==> src/rtl/upart_pkg.sv <==
package upart_pkg;

    typedef enum logic {
        PH_IDLE,
        PH_PICK
    } upart_phase_e;

    // even share of ways for core idx; low-numbered cores absorb the remainder
    function automatic int even_share(input int idx, input int cores, input int ways);
        return ways / cores + ((idx < (ways % cores)) ? 1 : 0);
    endfunction

endpackage

==> src/rtl/upart_hit_mon.sv <==
module upart_hit_mon #(
    parameter int NUM_WAYS = 16,
    parameter int CNT_W    = 16,
    parameter int WAY_W    = 4
) (
    input  logic                              clk,
    input  logic                              rst_n,
    input  logic                              inc,
    input  logic [WAY_W-1:0]                  pos,
    input  logic                              halve,
    output logic [NUM_WAYS-1:0][CNT_W-1:0]    cnt
);

    logic [NUM_WAYS-1:0][CNT_W-1:0] cnt_d, cnt_q;

    always_comb begin
        cnt_d = cnt_q;
        if (halve) begin
            for (int w = 0; w < NUM_WAYS; w++) begin
                cnt_d[w] = cnt_q[w] >> 1;
            end
        end else if (inc) begin
            for (int w = 0; w < NUM_WAYS; w++) begin
                if ((pos == WAY_W'(w)) && (cnt_q[w] != {CNT_W{1'b1}})) begin
                    cnt_d[w] = cnt_q[w] + 1'b1;
                end
            end
        end
    end

    always_ff @(posedge clk or negedge rst_n) begin
        if (!rst_n) begin
            cnt_q <= '0;
        end else begin
            cnt_q <= cnt_d;
        end
    end

    assign cnt = cnt_q;

endmodule

==> src/rtl/upart_greedy_pick.sv <==
module upart_greedy_pick #(
    parameter int NUM_CORES = 4,
    parameter int NUM_WAYS  = 16,
    parameter int CNT_W     = 16,
    parameter int AW        = 5,
    parameter int CORE_W    = 2
) (
    input  logic [NUM_CORES-1:0][NUM_WAYS-1:0][CNT_W-1:0] cnt,
    input  logic [NUM_CORES-1:0][AW-1:0]                  share,
    output logic [CORE_W-1:0]                             winner
);

    logic [NUM_CORES-1:0][CNT_W-1:0] gain;

    // marginal gain: counter at the position one past the current share
    always_comb begin
        for (int c = 0; c < NUM_CORES; c++) begin
            gain[c] = '0;
            for (int w = 0; w < NUM_WAYS; w++) begin
                if (share[c] == AW'(w)) begin
                    gain[c] = cnt[c][w];
                end
            end
        end
    end

    // strict compare keeps the lowest index on ties
    always_comb begin
        logic [CNT_W-1:0] best;
        best   = gain[0];
        winner = '0;
        for (int c = 1; c < NUM_CORES; c++) begin
            if (gain[c] > best) begin
                best   = gain[c];
                winner = CORE_W'(c);
            end
        end
    end

endmodule

==> src/rtl/upart_alloc.sv <==
module upart_alloc
    import upart_pkg::*;
#(
    parameter int NUM_CORES = 4,
    parameter int NUM_WAYS  = 16,
    parameter int CNT_W     = 16,
    parameter int EPOCH     = 1000,
    localparam int CORE_W   = (NUM_CORES > 1) ? $clog2(NUM_CORES) : 1,
    localparam int WAY_W    = (NUM_WAYS > 1) ? $clog2(NUM_WAYS) : 1,
    localparam int AW       = $clog2(NUM_WAYS + 1)
) (
    input  logic                      clk,
    input  logic                      rst_n,
    input  logic                      dyn_en,
    input  logic                      acc_valid,
    input  logic [CORE_W-1:0]         acc_core,
    input  logic                      acc_hit,
    input  logic [WAY_W-1:0]          acc_pos,
    output logic [NUM_CORES*AW-1:0]   alloc_ways,
    output logic                      alloc_done
);

    localparam int EPOCH_W = (EPOCH > 1) ? $clog2(EPOCH) : 1;
    localparam int SPARE   = NUM_WAYS - NUM_CORES;

    typedef logic [AW-1:0] share_t;

    typedef struct packed {
        upart_phase_e                 phase;
        logic [EPOCH_W-1:0]           epoch;
        share_t                       spare;
        share_t [NUM_CORES-1:0]       work;
        share_t [NUM_CORES-1:0]       tgt;
        logic                         done;
    } ctl_t;

    ctl_t                                        ctl_d, ctl_q, ctl_rst;
    share_t [NUM_CORES-1:0]                      even_split;
    logic [NUM_CORES-1:0][NUM_WAYS-1:0][CNT_W-1:0] hit_cnt;
    logic [CORE_W-1:0]                           win;
    logic                                        record;
    logic                                        halve;
    logic                                        last_acc;

    assign record   = acc_valid && acc_hit && (ctl_q.phase == PH_IDLE);
    assign last_acc = (ctl_q.epoch == EPOCH_W'(EPOCH - 1));

    for (genvar c = 0; c < NUM_CORES; c++) begin : g_core
        assign even_split[c] = AW'(even_share(c, NUM_CORES, NUM_WAYS));

        upart_hit_mon #(
            .NUM_WAYS (NUM_WAYS),
            .CNT_W    (CNT_W),
            .WAY_W    (WAY_W)
        ) u_mon (
            .clk   (clk),
            .rst_n (rst_n),
            .inc   (record && (acc_core == CORE_W'(c))),
            .pos   (acc_pos),
            .halve (halve),
            .cnt   (hit_cnt[c])
        );

        assign alloc_ways[c*AW +: AW] = dyn_en ? ctl_q.tgt[c] : even_split[c];
    end

    upart_greedy_pick #(
        .NUM_CORES (NUM_CORES),
        .NUM_WAYS  (NUM_WAYS),
        .CNT_W     (CNT_W),
        .AW        (AW),
        .CORE_W    (CORE_W)
    ) u_pick (
        .cnt    (hit_cnt),
        .share  (ctl_q.work),
        .winner (win)
    );

    always_comb begin
        ctl_rst       = '0;
        ctl_rst.phase = PH_IDLE;
        ctl_rst.work  = even_split;
        ctl_rst.tgt   = even_split;
    end

    always_comb begin
        ctl_d      = ctl_q;
        ctl_d.done = 1'b0;
        halve      = 1'b0;

        if (acc_valid) begin
            ctl_d.epoch = last_acc ? '0 : ctl_q.epoch + 1'b1;
        end

        unique case (ctl_q.phase)
            PH_IDLE: begin
                if (acc_valid && last_acc && dyn_en) begin
                    ctl_d.phase = PH_PICK;
                    ctl_d.spare = AW'(SPARE);
                    for (int c = 0; c < NUM_CORES; c++) begin
                        ctl_d.work[c] = AW'(1);
                    end
                end
            end
            PH_PICK: begin
                if (ctl_q.spare == '0) begin
                    ctl_d.tgt   = ctl_q.work;
                    ctl_d.done  = 1'b1;
                    ctl_d.phase = PH_IDLE;
                    halve       = 1'b1;
                end else begin
                    ctl_d.work[win] = ctl_q.work[win] + 1'b1;
                    ctl_d.spare     = ctl_q.spare - 1'b1;
                end
            end
        endcase
    end

    always_ff @(posedge clk or negedge rst_n) begin
        if (!rst_n) begin
            ctl_q <= ctl_rst;
        end else begin
            ctl_q <= ctl_d;
        end
    end

    assign alloc_done = ctl_q.done;

endmodule

==> config.mk <==
export PLATFORM = sky130hd
export DESIGN_NAME = upart_alloc
export DESIGN_NICKNAME = d
export VERILOG_FILES = /design/src/rtl/upart_pkg.sv /design/src/rtl/upart_hit_mon.sv /design/src/rtl/upart_greedy_pick.sv /design/src/rtl/upart_alloc.sv
export SDC_FILE = /design/constraint.sdc
export NUM_CORES = 2
export LEC_CHECK = 0
export ABC_AREA = 1
export ABC_CLOCK_PERIOD_IN_PS = 16700
export BUFFER_PORTS_ARGS = -buffer_cell sky130_fd_sc_hd__clkbuf_2
export CORE_MARGIN = 2
export CORE_UTILIZATION = 40
export CTS_BUF_LIST = sky130_fd_sc_hd__clkbuf_4 sky130_fd_sc_hd__clkbuf_8
export DETAILED_ROUTE_END_ITERATION = 10
export PLACE_DENSITY = 0.66
export SLEW_MARGIN = 20
export SYNTH_ARGS = -nofsm -noshare
export SYNTH_HDL_FRONTEND = slang
export SYNTH_HIERARCHICAL = 1
export SYNTH_SLANG_ARGS = --single-unit
==> constraint.sdc <==
create_clock -name clk -period 16.7 [get_ports clk]
set_clock_uncertainty 0.15 [all_clocks]
set_input_delay 3.34 -clock clk [delete_from_list [all_inputs] [get_ports clk]]
set_output_delay 3.34 -clock clk [all_outputs]
set_load 0.02 [all_outputs]
==> impl_metrics.json <==
{
  "hold_class": "flop to flop",
  "finalHoldViolCount": 0,
  "synth_area_leaders": "dfrtp_1 (29%), nand2_1 (26%), nand3_1 (10%)",
  "core_area_sq_mm": 0.2292,
  "start_util_pct": 40.12,
  "dieArea_sq_mm": 0.2338,
  "grt_antenna_before_repair": 6,
  "leakagePower_nw": 48.52,
  "rsz0062_at_grt": "false",
  "vias_per_cell": 5.258,
  "dr.pass1.iters": 8,
  "die_h_microns": 483.5,
  "status": "completed",
  "max_freq_ghz": 0.09072,
  "post_cts_resized": 0,
  "clk_latency_ns": 1.03,
  "synth-edff-count": 0,
  "root_buffer": "clkbuf_8",
  "yosys.area.top_type_share_pct": 29.19,
  "synth_ff_type": "dfrtp_1",
  "crit_path_end_kind": "flop",
  "synth_top_area_cell": "dfrtp_1",
  "post_cts_buffers": 0,
  "drt-initial-drc-count": 8828,
  "syn_inst": 14870,
  "synthDistinctLibCells": 54,
  "start_kind": "flop",
  "arrival_ns": 11.77,
  "critPathMostFrequentCell": "nand2_1",
  "cp_max_fo": 30,
  "overflow": 0,
  "cp_slowest_stage_delay_ns": 0.86,
  "synth_nets": 15000,
  "min_period_over_period_pct": 66.00,
  "post_drt_wl_per_cell_microns": 16.13,
  "setup_viol_count_final": 0,
  "fill_cells": 24340,
  "io_pins": 32,
  "cts_hold_buf": 0,
  "critPathKind": "flop to flop",
  "max-vdd-ir-drop_mv": 0.08449,
  "clkTransAtPathRegs_ns": 0.06,
  "areaGrowthSynthToFinish_pct": 7.611,
  "ys_ff_latch": 1081,
  "timing.hold.ws_ns": 0.3333,
  "drive_gt1_share_pct": 9.358,
  "tns_ns": 0,
  "synth_area_sq_mm": 0.09198,
  "ys_seq_area_share_pct": 29.42,
  "wl_mm": 289.5,
  "grt_pass1_wl_mm": 469.3,
  "ys_warn_count": 6,
  "layout_common_cells": "nand2_1 (6397), nand3_1 (1868), inv_1 (1293)",
  "cts_made_buffers": 206,
  "fp-row-count": 176,
  "clockBufferDepth": 3,
  "relSlewSlack_pct": 25.76,
  "cts_tree": "yes",
  "crit_required_ns": 17.44,
  "grt_pass1_vias": 83610,
  "route.detailed.drc": 0,
  "syn_area_per_cell_sq_um": 6.184,
  "fin_nets": 14870,
  "maxCapViolations": 0,
  "clock_sinks": 1081,
  "vias": 94370,
  "drv_slew": 0,
  "p_per_area_mw_per_mm2": 94.16,
  "grt_usage_pct": 24.26,
  "slowest_stage": "nor2_2",
  "htreeDepth": 4,
  "die_width_microns": 483.5,
  "gp_congestion": 0.9529,
  "dpl.hpwl_mm": 208.4,
  "period_minus_slack_ns": 11.02,
  "ant_nets": 0,
  "final_common_cell": "nand2_1",
  "async_reset_ff_share_pct": 100.0,
  "grt_max_degree": 205,
  "worstMarginPinSlew_ns": 1.114,
  "portBuffers": 31
}
layout make-up:
cell class              count  area (sq um)  share of cell area [%]
diodes                      4         10.01                 0.01011
flip-flops and latches   1081         27060                   27.34
clock inverters            45         540.5                  0.5461
repair buffers             87         678.2                  0.6852
clock buffers             335          4260                   4.304
multi-input cells       12040         57600                   58.20
well taps                3026          3786                   3.825
inverters                1333          5041                   5.093
logic make-up after synthesis:
group           after synthesis  share of synthesized area, %
compound gates              741                         5.966
xor+xnor                    195                         1.857
fa+ha+maj                   115                         1.564
buf+inv                    1756                         7.978
flops                      1081                         29.42
mux                           1                       0.01088
simple gates              10990                         53.20
flip-flops by register name, indices dropped and copies added, names as in the netlist:
signal / cells
alloc_done: 1
ctl_q: 56
g_core.u_mon/cnt: 1024
synthesized netlist by cell type (58+ instances only):
cell type / n
a21oi_1: 137
buf_2: 97
buf_6: 74
clkbuf_1: 187
dfrtp_1: 1073
ha_1: 115
inv_1: 1293
nand2_1: 6397
nand2_2: 113
nand3_1: 1868
nand4_1: 649
nor2_1: 1236
nor2_2: 106
nor2_4: 179
nor3_1: 84
nor3b_1: 67
o21ai_0: 264
o21ai_2: 226
o21bai_4: 58
or2_2: 80
xor2_1: 194
worst max-delay path, delay by kind of cell, from the launching register on:
| family | cells | cell delay [ns] |
|---|---|---|
| AND/OR/NAND/NOR | 37 | 6.22 |
| adder cells (fa/ha/maj) | 4 | 1.16 |
| AO/OA/AOI/OAI | 7 | 1.09 |
| buffers and inverters | 5 | 1.76 |
| flip-flops | 1 | 0.50 |
power breakdown:
group          total [W]  switching, W  leakage [nW]  internal (W)
Combinational    0.00242       0.00160          32.0      0.000821
Sequential       0.00383      0.000832          13.9       0.00300
Clock            0.00306       0.00131          2.54       0.00175
per-layer routing:
metal	share of wire, %	global-route usage [%]	vias up	wire [microns]
li1	-	-	47560	-
met4	3.2	7.894	2	9324
met3	6.3	3.008	467	18100
met1	46	34.82	43690	134400
met2	44	37.63	2656	127700
met5	0.0041	0	-	12
stage by stage:
| step | cells | power (W) | setup slack [ns] | area [sq um] | util (%) |
|---|---|---|---|---|---|
| floorplan | 14870 | 0.005434 | 9.342 | 91980 | - |
| global placement | 17560 | 0.006241 | 6.056 | 94170 | 41.08 |
| detailed placement | 17560 | 0.006258 | 6.016 | 94170 | 41.08 |
| CTS | 17940 | 0.009371 | 5.972 | 98970 | 43.17 |
| global route | 17950 | 0.009966 | 4.761 | 98970 | 43.17 |
| finish | 17950 | 0.009320 | 5.678 | 98980 | 43.18 |
final timing paths:
check | cells past startpoint | to | slack (ns) | from
min in group asynchronous | 1 | g_core[3].u_mon/cnt[109]$_DFFE_PN0P_ | 2.18 | rst_n
hold / removal | 2 | ctl_q[12]$_DFFE_PN0P_ | 0.33 | ctl_q[12]$_DFFE_PN0P_
hold reg to reg | 2 | ctl_q[12]$_DFFE_PN0P_ | 0.33 | ctl_q[12]$_DFFE_PN0P_
setup reg to reg | 53 | ctl_q[30]$_DFFE_PN0P_ | 5.68 | ctl_q[24]$_DFFE_PN0P_
max in group asynchronous | 4 | g_core[2].u_mon/cnt[16]$_DFFE_PN0P_ | 11.19 | rst_n
setup / recovery | 53 | ctl_q[30]$_DFFE_PN0P_ | 5.68 | ctl_q[24]$_DFFE_PN0P_
Power figures use the tool's default switching activity.
